--- src/rtl/trace_pin_pkg.sv ---
package trace_pin_pkg;
  localparam int SEL_W = 8;
  localparam logic [7:0] TRAIN_PATTERN = 8'b1011_0010;

  typedef struct packed {
    logic             trainEn;
    logic [SEL_W-1:0] pinSel;
    logic             riseBit;
    logic             fallBit;
  } trainCtl_t;
endpackage

--- src/rtl/trace_train_ctrl.sv ---
module trace_train_ctrl
  import trace_pin_pkg::*;
#(
  parameter int PIN_N      = 10,
  parameter int TRAIN_REPS = 4
) (
  input  logic      clk,
  input  logic      rstN,
  input  logic      setupGo,
  output trainCtl_t ctl,
  output logic      setupDone
);
  localparam int REP_W = (TRAIN_REPS > 1) ? $clog2(TRAIN_REPS) : 1;
  localparam logic [REP_W-1:0] LAST_REP = REP_W'(TRAIN_REPS - 1);
  localparam logic [SEL_W-1:0] LAST_PIN = SEL_W'(PIN_N - 1);

  logic             trainOn;
  logic [SEL_W-1:0] pinIdx;
  logic [1:0]       phase;
  logic [REP_W-1:0] repCnt;
  logic [2:0]       riseIdx;
  logic [2:0]       fallIdx;

  always_ff @(posedge clk or negedge rstN) begin
    if (!rstN) begin
      trainOn   <= 1'b0;
      pinIdx    <= '0;
      phase     <= '0;
      repCnt    <= '0;
      setupDone <= 1'b0;
    end else begin
      setupDone <= 1'b0;
      if (setupGo) begin
        trainOn <= 1'b1;
        pinIdx  <= '0;
        phase   <= '0;
        repCnt  <= '0;
      end else if (trainOn) begin
        phase <= phase + 2'd1;
        if (phase == 2'd3) begin
          if (repCnt == LAST_REP) begin
            repCnt <= '0;
            if (pinIdx == LAST_PIN) begin
              trainOn   <= 1'b0;
              setupDone <= 1'b1;
            end else begin
              pinIdx <= pinIdx + 1'b1;
            end
          end else begin
            repCnt <= repCnt + 1'b1;
          end
        end
      end
    end
  end

  // Each cycle sends two pattern bits, MSB first.
  assign riseIdx = 3'd7 - {phase, 1'b0};
  assign fallIdx = 3'd6 - {phase, 1'b0};

  always_comb begin
    ctl.trainEn = trainOn;
    ctl.pinSel  = pinIdx;
    ctl.riseBit = TRAIN_PATTERN[riseIdx];
    ctl.fallBit = TRAIN_PATTERN[fallIdx];
  end

  a_r8_done_single: assert property (@(posedge clk) disable iff (!rstN)
    setupDone |=> !setupDone);
  a_r8_done_ends_train: assert property (@(posedge clk) disable iff (!rstN)
    setupDone |-> (!ctl.trainEn && $past(ctl.trainEn)));
  a_r9_restart_pin0: assert property (@(posedge clk) disable iff (!rstN)
    setupGo |=> (ctl.trainEn && ctl.pinSel == '0));
  a_r6_pin_in_range: assert property (@(posedge clk) disable iff (!rstN)
    ctl.trainEn |-> (ctl.pinSel < SEL_W'(PIN_N)));
endmodule

--- src/rtl/trace_pin_datapath.sv ---
module trace_pin_datapath
  import trace_pin_pkg::*;
#(
  parameter int ADDR_W     = 32,
  parameter int STATIC_HI  = 12,
  parameter int PIPE_DEPTH = 4,
  parameter int PIN_N      = 10
) (
  input  logic              clk,
  input  logic              rstN,
  input  logic [ADDR_W-1:0] pcEx,
  input  logic              pcValid,
  input  trainCtl_t         ctl,
  output logic [PIN_N-1:0]  tracePins
);
  localparam int KEEP_HI = ADDR_W - STATIC_HI - 1;
  localparam int KEEP_W  = KEEP_HI - 1;
  localparam int PAD_N   = 2 * PIN_N;

  logic [PAD_N-1:0] sigVec;
  logic [PIN_N-1:0] riseIn, fallIn;
  logic [PIN_N-1:0] trainRise, trainFall;
  logic [PIN_N-1:0] riseStage [PIPE_DEPTH-1];
  logic [PIN_N-1:0] fallStage [PIPE_DEPTH-1];
  logic [PIN_N-1:0] riseOut, fallOut;
  logic             unusedPcBits;

  assign unusedPcBits = ^{pcEx[ADDR_W-1:KEEP_HI+1], pcEx[1:0]};

  always_comb begin
    sigVec           = '0;
    sigVec[0]        = pcValid;
    sigVec[KEEP_W:1] = pcEx[KEEP_HI:2];
  end

  for (genvar k = 0; k < PIN_N; k++) begin : g_pair
    assign riseIn[k]    = sigVec[2*k];
    assign fallIn[k]    = sigVec[2*k+1];
    assign trainRise[k] = ctl.riseBit && (ctl.pinSel == SEL_W'(k));
    assign trainFall[k] = ctl.fallBit && (ctl.pinSel == SEL_W'(k));
  end

  always_ff @(posedge clk or negedge rstN) begin
    if (!rstN) begin
      for (int i = 0; i < PIPE_DEPTH - 1; i++) begin
        riseStage[i] <= '0;
        fallStage[i] <= '0;
      end
      riseOut <= '0;
      fallOut <= '0;
    end else begin
      riseStage[0] <= riseIn;
      fallStage[0] <= fallIn;
      for (int i = 1; i < PIPE_DEPTH - 1; i++) begin
        riseStage[i] <= riseStage[i-1];
        fallStage[i] <= fallStage[i-1];
      end
      riseOut <= ctl.trainEn ? trainRise : riseStage[PIPE_DEPTH-2];
      fallOut <= ctl.trainEn ? trainFall : fallStage[PIPE_DEPTH-2];
    end
  end

  // Dual-edge pin model: high phase shows the first slot, low phase the second.
  assign tracePins = clk ? riseOut : fallOut;

  a_r7_one_pin_active: assert property (@(posedge clk) disable iff (!rstN)
    ctl.trainEn |=> ($countones(riseOut | fallOut) <= 1));
  a_r7_selected_pin_only: assert property (@(posedge clk) disable iff (!rstN)
    (ctl.trainEn && ctl.pinSel == '0) |=> ((riseOut | fallOut) >> 1) == '0);
endmodule

--- src/rtl/trace_pin_mux.sv ---
module trace_pin_mux
  import trace_pin_pkg::*;
#(
  parameter int ADDR_W     = 32,
  parameter int STATIC_HI  = 12,
  parameter int PIPE_DEPTH = 4,
  parameter int TRAIN_REPS = 4,
  localparam int KEEP_W    = ADDR_W - STATIC_HI - 2,
  localparam int SIG_N     = KEEP_W + 1,
  localparam int PIN_N     = (SIG_N + 1) / 2
) (
  input  logic              clk,
  input  logic              rstN,
  input  logic [ADDR_W-1:0] pcEx,
  input  logic              pcValid,
  input  logic              setupGo,
  output logic              setupDone,
  output logic [PIN_N-1:0]  tracePins
);
  trainCtl_t ctl;

  trace_train_ctrl #(
    .PIN_N      (PIN_N),
    .TRAIN_REPS (TRAIN_REPS)
  ) u_ctrl (
    .clk       (clk),
    .rstN      (rstN),
    .setupGo   (setupGo),
    .ctl       (ctl),
    .setupDone (setupDone)
  );

  trace_pin_datapath #(
    .ADDR_W     (ADDR_W),
    .STATIC_HI  (STATIC_HI),
    .PIPE_DEPTH (PIPE_DEPTH),
    .PIN_N      (PIN_N)
  ) u_datapath (
    .clk       (clk),
    .rstN      (rstN),
    .pcEx      (pcEx),
    .pcValid   (pcValid),
    .ctl       (ctl),
    .tracePins (tracePins)
  );
endmodule

--- config.mk ---
export PLATFORM = sky130hd
export DESIGN_NAME = trace_pin_mux
export DESIGN_NICKNAME = d
export VERILOG_FILES = /design/src/rtl/trace_pin_pkg.sv /design/src/rtl/trace_train_ctrl.sv /design/src/rtl/trace_pin_datapath.sv /design/src/rtl/trace_pin_mux.sv
export SDC_FILE = /design/constraint.sdc
export NUM_CORES = 1
export LEC_CHECK = 0
export ABC_CLOCK_PERIOD_IN_PS = 4300
export BUFFER_PORTS_ARGS = -buffer_cell sky130_fd_sc_hd__buf_4
export CELL_PAD_IN_SITES_DETAIL_PLACEMENT = 1
export CELL_PAD_IN_SITES_GLOBAL_PLACEMENT = 1
export CORE_ASPECT_RATIO = 1.25
export CORE_MARGIN = 2
export CORE_UTILIZATION = 49
export CTS_CLUSTER_DIAMETER = 30
export DETAILED_ROUTE_END_ITERATION = 8
export PLACE_DENSITY = 0.9
export SYNTH_ARGS = -nofsm -noshare
export SYNTH_HDL_FRONTEND = slang
export SYNTH_HIERARCHICAL = 1
export SYNTH_SLANG_ARGS = --single-unit
--- constraint.sdc ---
create_clock -name clk -period 4.3 [get_ports clk]
set_clock_uncertainty 0.2 [all_clocks]
set_input_delay 0 -clock clk [delete_from_list [all_inputs] [get_ports clk]]
set_output_delay 0 -clock clk [all_outputs]
set_load 0.03 [all_outputs]
# [Word-level counts from Yosys, hierarchy flattened]
# Memory sizes are Yosys's and may differ from the RTL's.
# Index checks and enable logic that the tools add are counted.
[totals] romBits=16 word_cells=86 output_inout_bits=11 ff_bits=91 n_memories=2 in_bits=36
[mem_list] name="(no name shown)" words=8 word_bits=1 read_ports=1 rd_clocked_by_memory_dff=0 wr=0 line_no="trace_train_ctrl.sv:64" rtl="ctl.riseBit = TRAIN_PATTERN[riseIdx];"
[mem_list] name="(no name shown)" words=8 word_bits=1 read_ports=1 rd_clocked_by_memory_dff=0 wr=0 line_no="trace_train_ctrl.sv:65" rtl="ctl.fallBit = TRAIN_PATTERN[fallIdx];"
[classes] n_addsub=5 n_eq_ne=12 mux=26 magnitude_cmp=2 n_reduce_logical=26
[op_table] op="$mux 8" n=5
[op_table] op="$eq 8x3->1 const B" n=4
[op_table] op="$mux 10" n=3
[op_table] op="$logic_and 1x1->1" n=20
[op_table] op="$eq 8x2->1 const B" n=2
[op_table] op="$eq 8x4->1 const B" n=2
[op_table] op="$mux 1" n=12
[op_table] op="$mux 2" n=6
[op_table] op="$add 8x1->8 const B" n=1
[op_table] op="$eq 8x1->1 const B" n=1
[op_table] op="$logic_not 8->1" n=1
[op_table] op="$lt 3x4->1 const B" n=2
[op_table] op="$reduce_bool 2->1" n=3
[op_table] op="$sub 3x3->3 const A" n=2
[op_table] op="$add 2x1->2 const B" n=2
[op_table] op="$eq 2x2->1 const B" n=2
[op_table] op="$reduce_and 4->1" n=1
[op_table] op="$ne 2x2->1 const B" n=1
[op_table] op="$reduce_and 2->1" n=1

# [Depth between registers and ports, before layout]
[logic_depth] ltp_word=6 ltp_mapped=5 depth_no_buf=5

# [Cells and area by module]
# The synthesis kept the hierarchy.
[by_module_without_submodules] mod="trace_pin_datapath" area_each_um2=2349.8 cells_per_inst=143 instances=1 seq_area_each_um2=1926.8
[by_module_without_submodules] mod="trace_train_ctrl" area_each_um2=767.0 cells_per_inst=77 instances=1 seq_area_each_um2=350.3

==> metrics.md <==
| Metric | Value |
|---|---|
| Seq/Total Area, Yosys | 73.1% |
| Critical path launch point type | clock port |
| Total Wirelength | 8.34 mm |
| Number of global-route vias before repair | 2,492 |
| Reg2reg start | u_ctrl/trainOn |
| Multiplexer area fraction after synthesis | 4.30% |
| Switching share of power | 26.9% |
| Gate power share | 4.9% |
| Mapped Cells | 220 |
| Worst EP required | 4.10 ns |
| Clock power frac | 46.1% |
| Std-Cell Rows | 32 |
| P_leak | 1.93 nW |
| Run status | complete, no violations |
| Net Count, Synth | 262 |
| Peak supply drop | 0.350 mV |
| Critical Path End Type | output pin |
| Fillers | 590 |
| Placed Area | 0.00343 mm^2 |
| Setup TNS Final | 0 ns |
| RSZ-0062 raised after global routing | no |
| Placer congestion estimate | 0.863 |
| Adder-cell area share of the yosys netlist | 2.41% |
| Finished Cell Area | 0.00412 mm^2 |
| Worst Tran Pin Value | 1.07 ns |
| Fin. max-slew vios | 0 |
| Avg Vias per Cell | 5.45 |
| Via count | 2,131 |
| Synthesized area | 0.00312 mm^2 |
| Sequential share of power | 49.0% |
| 1st-pass router iterations | 4 |
| Resized cells post-CTS | 0 |
| IO Pins | 47 |
| Clk pin slew, worst setup/hold paths | 0.12 ns |
| Share of layout cells above drive strength 1 | 21.6% |
| GRT Total Usage | 27.8% |
| Max-cap violations | 0 |
| Rel. slew slack | 28.5% |
| #FFs+latches synth | 91 |
| Mean Syn Cell Area | 14.2 um^2 |
| Input/output buffers | 32 |
| Yosys warns | 6 |
| Clock latency on the worst-skew pair | 0.48 ns |
| Pin count of the biggest net entering global routing | 92 |
| First-pass GRT wire length | 13.4 mm |
| Sw power | 0.495 mW |
| DIE AREA | 0.00702 mm^2 |
| Core Box Area | 0.00617 mm^2 |
| Final Hold Violating Endpoints | 0 |
| Crit path kind | clock port to output pin |
| PwrDens | 447 mW/mm^2 |
| ANT nets after route | 0 |
| Starting Density | 50.5% |
| Largest family of logic cells by synthesized area | simple AND/OR/NAND/NOR gates |
| Post-synthesis simple-gate area fraction | 7.95% |
| P&R area growth vs syn | 32.0% |
| Die Y | 93.2 um |
| Grt total ovfl | 0 |
| Reg2Reg Setup Slack | 1.77 ns |
| Fraction of the mapped netlist area in compound gates | 7.91% |
| # diodes | 0 |
| Int Power | 1.34 mW |
| Routed length per instance | 21.3 um |
| Drt drc | 0 |
| Fin nets | 342 |
| Cells on worst reg2reg path | 3 |
| Finish-stage setup viols | 0 |
| Initial antenna violation count | 0 |
| Hold/Removal Path Class | input port to async pin |
| Die Wd | 75.3 um |
| Synth cell types | 30 |
| Synthesized-area fraction occupied by xor and xnor cells | 0.281% |
| Hpwl dp | 3.77 mm |
| CTS tree | done |
| Critical path peak fanout | 6 |
| DR iter-0 viols | 198 |
| Worst r2r dst | u_ctrl/pinIdx[0] |
| Critical Path AT | 2.86 ns |
## sequential cells by signal, summed over array words and instances, names as in the netlist
signal and cells:
u_datapath/fallOut 10, u_datapath/riseStage 30, u_ctrl/repCnt 2, u_ctrl/phase 2, u_datapath/riseOut 10, u_ctrl/trainOn 1
u_datapath/fallStage 27, u_ctrl/setupDone 1, u_ctrl/pinIdx 8
## cells by family after synthesis
| family | after synthesis |
|---|---|
| AND/OR/NAND/NOR | 41 |
| flip-flops | 91 |
| XOR/XNOR | 1 |
| buffers and inverters | 31 |
| AO/OA/AOI/OAI | 38 |
| multiplexers | 12 |
| adder cells (fa/ha/maj) | 6 |
## cells in the final DEF, fill, tap and decap left out, types with 3 or more instances in the layout
cell type and n:
dfrtp_1 91, dlygate4sd3_1 40, buf_4 32, inv_1 24, o22ai_1 19, clkbuf_8 13, mux2_2 11, nand3_1 8
nor2_1 8, a21oi_1 8, nand2_1 7, ha_1 6, nand4b_1 4, nand3b_1 3, nand4_1 3, o31ai_1 3
or4_1 3
## power groups by stage
stage	Sequential, mW	Clock (mW)	Combinational [mW]
after floorplan	0.910	0.0828	0.0171
after global placement	0.911	0.0613	0.0508
after detailed placement	0.915	0.0613	0.0545
after CTS	0.898	0.833	0.0830
after global routing	0.904	0.909	0.0982
final	0.901	0.848	0.0896
## stage by stage
stage	setup slack, ns	util [%]	std cells	hold WS (ns)	power, mW
2_1_floorplan	1.43	-	220	-0.496	1.01
3_3_place_gp	1.54	55.6	330	-0.0906	1.02
3_5_place_dp	1.54	55.6	330	-0.0892	1.03
4_1_cts	1.22	66.7	391	0.101	1.81
5_1_grt	1.22	66.7	391	0.176	1.91
6_report	1.24	66.7	391	0.0923	1.84
## routing by layer
metal	vias up	wire (um)	global-route usage [%]
met5	-	0	0
met4	0	412	19.7
met3	30	340	7.00
met2	84	4480	44.1
met1	1100	3110	32.1
li1	917	-	-
## worst max-delay path by stage
| stage | start | to | slack, ns | depth (start not counted) |
|---|---|---|---|---|
| floorplan | clk | tracePins[0] | 1.43 | 2 |
| global placement | clk | tracePins[0] | 1.54 | 2 |
| detailed placement | clk | tracePins[0] | 1.54 | 2 |
| CTS | clk | tracePins[7] | 1.22 | 4 |
| global route | clk | tracePins[7] | 1.22 | 4 |
| finish | clk | tracePins[7] | 1.24 | 4 |
## final cells by class
type                       instances  area [um^2]  area share (%)
timing repair buffer              62          566            13.7
multi-input combinational         98          712            17.3
clock buffer                      23          254            6.17
clock inverter                     8          110            2.68
sequential                        91         2280            55.3
tap                               85          106            2.58
inverter                          24         90.1            2.19
## critical path, cell delays in order
cell	delay (ns)
clkbuf_8	0.11
clkbuf_8	0.14
mux2_2	0.28
buf_4	0.17
## Yosys cell counts
master | number | share of area [%]
a211o_1 | 1 | 0.28
o32ai_1 | 1 | 0.28
nand4_1 | 3 | 0.60
mux2_2 | 11 | 4.0
o22ai_1 | 19 | 3.8
and4bb_1 | 1 | 0.40
a21oi_1 | 8 | 1.3
dfrtp_1 | 91 | 73
buf_2 | 3 | 0.48
nor2_1 | 8 | 0.96
o22a_1 | 1 | 0.28
o31ai_1 | 3 | 0.72
or4_1 | 3 | 0.72
a21o_1 | 1 | 0.24
inv_1 | 24 | 2.9
nor4_1 | 1 | 0.20
o311ai_0 | 1 | 0.28
nand4b_1 | 4 | 1.1
or3_1 | 2 | 0.40
nand2_1 | 7 | 0.84
nor4_4 | 1 | 0.68
nand3b_1 | 3 | 0.72
ha_1 | 6 | 2.4
clkbuf_1 | 2 | 0.24
mux2i_1 | 1 | 0.32
a31oi_2 | 1 | 0.40
buf_4 | 2 | 0.48
xnor2_1 | 1 | 0.28
nand3_1 | 8 | 1.3
o21ai_0 | 2 | 0.32
## timing repair
action                                 CTS  global route
hold buffers                            40             0
endpoints found under the hold margin  124             0
setup buffers                            0             0
Note: power is estimated with default switching activity, not from simulation.
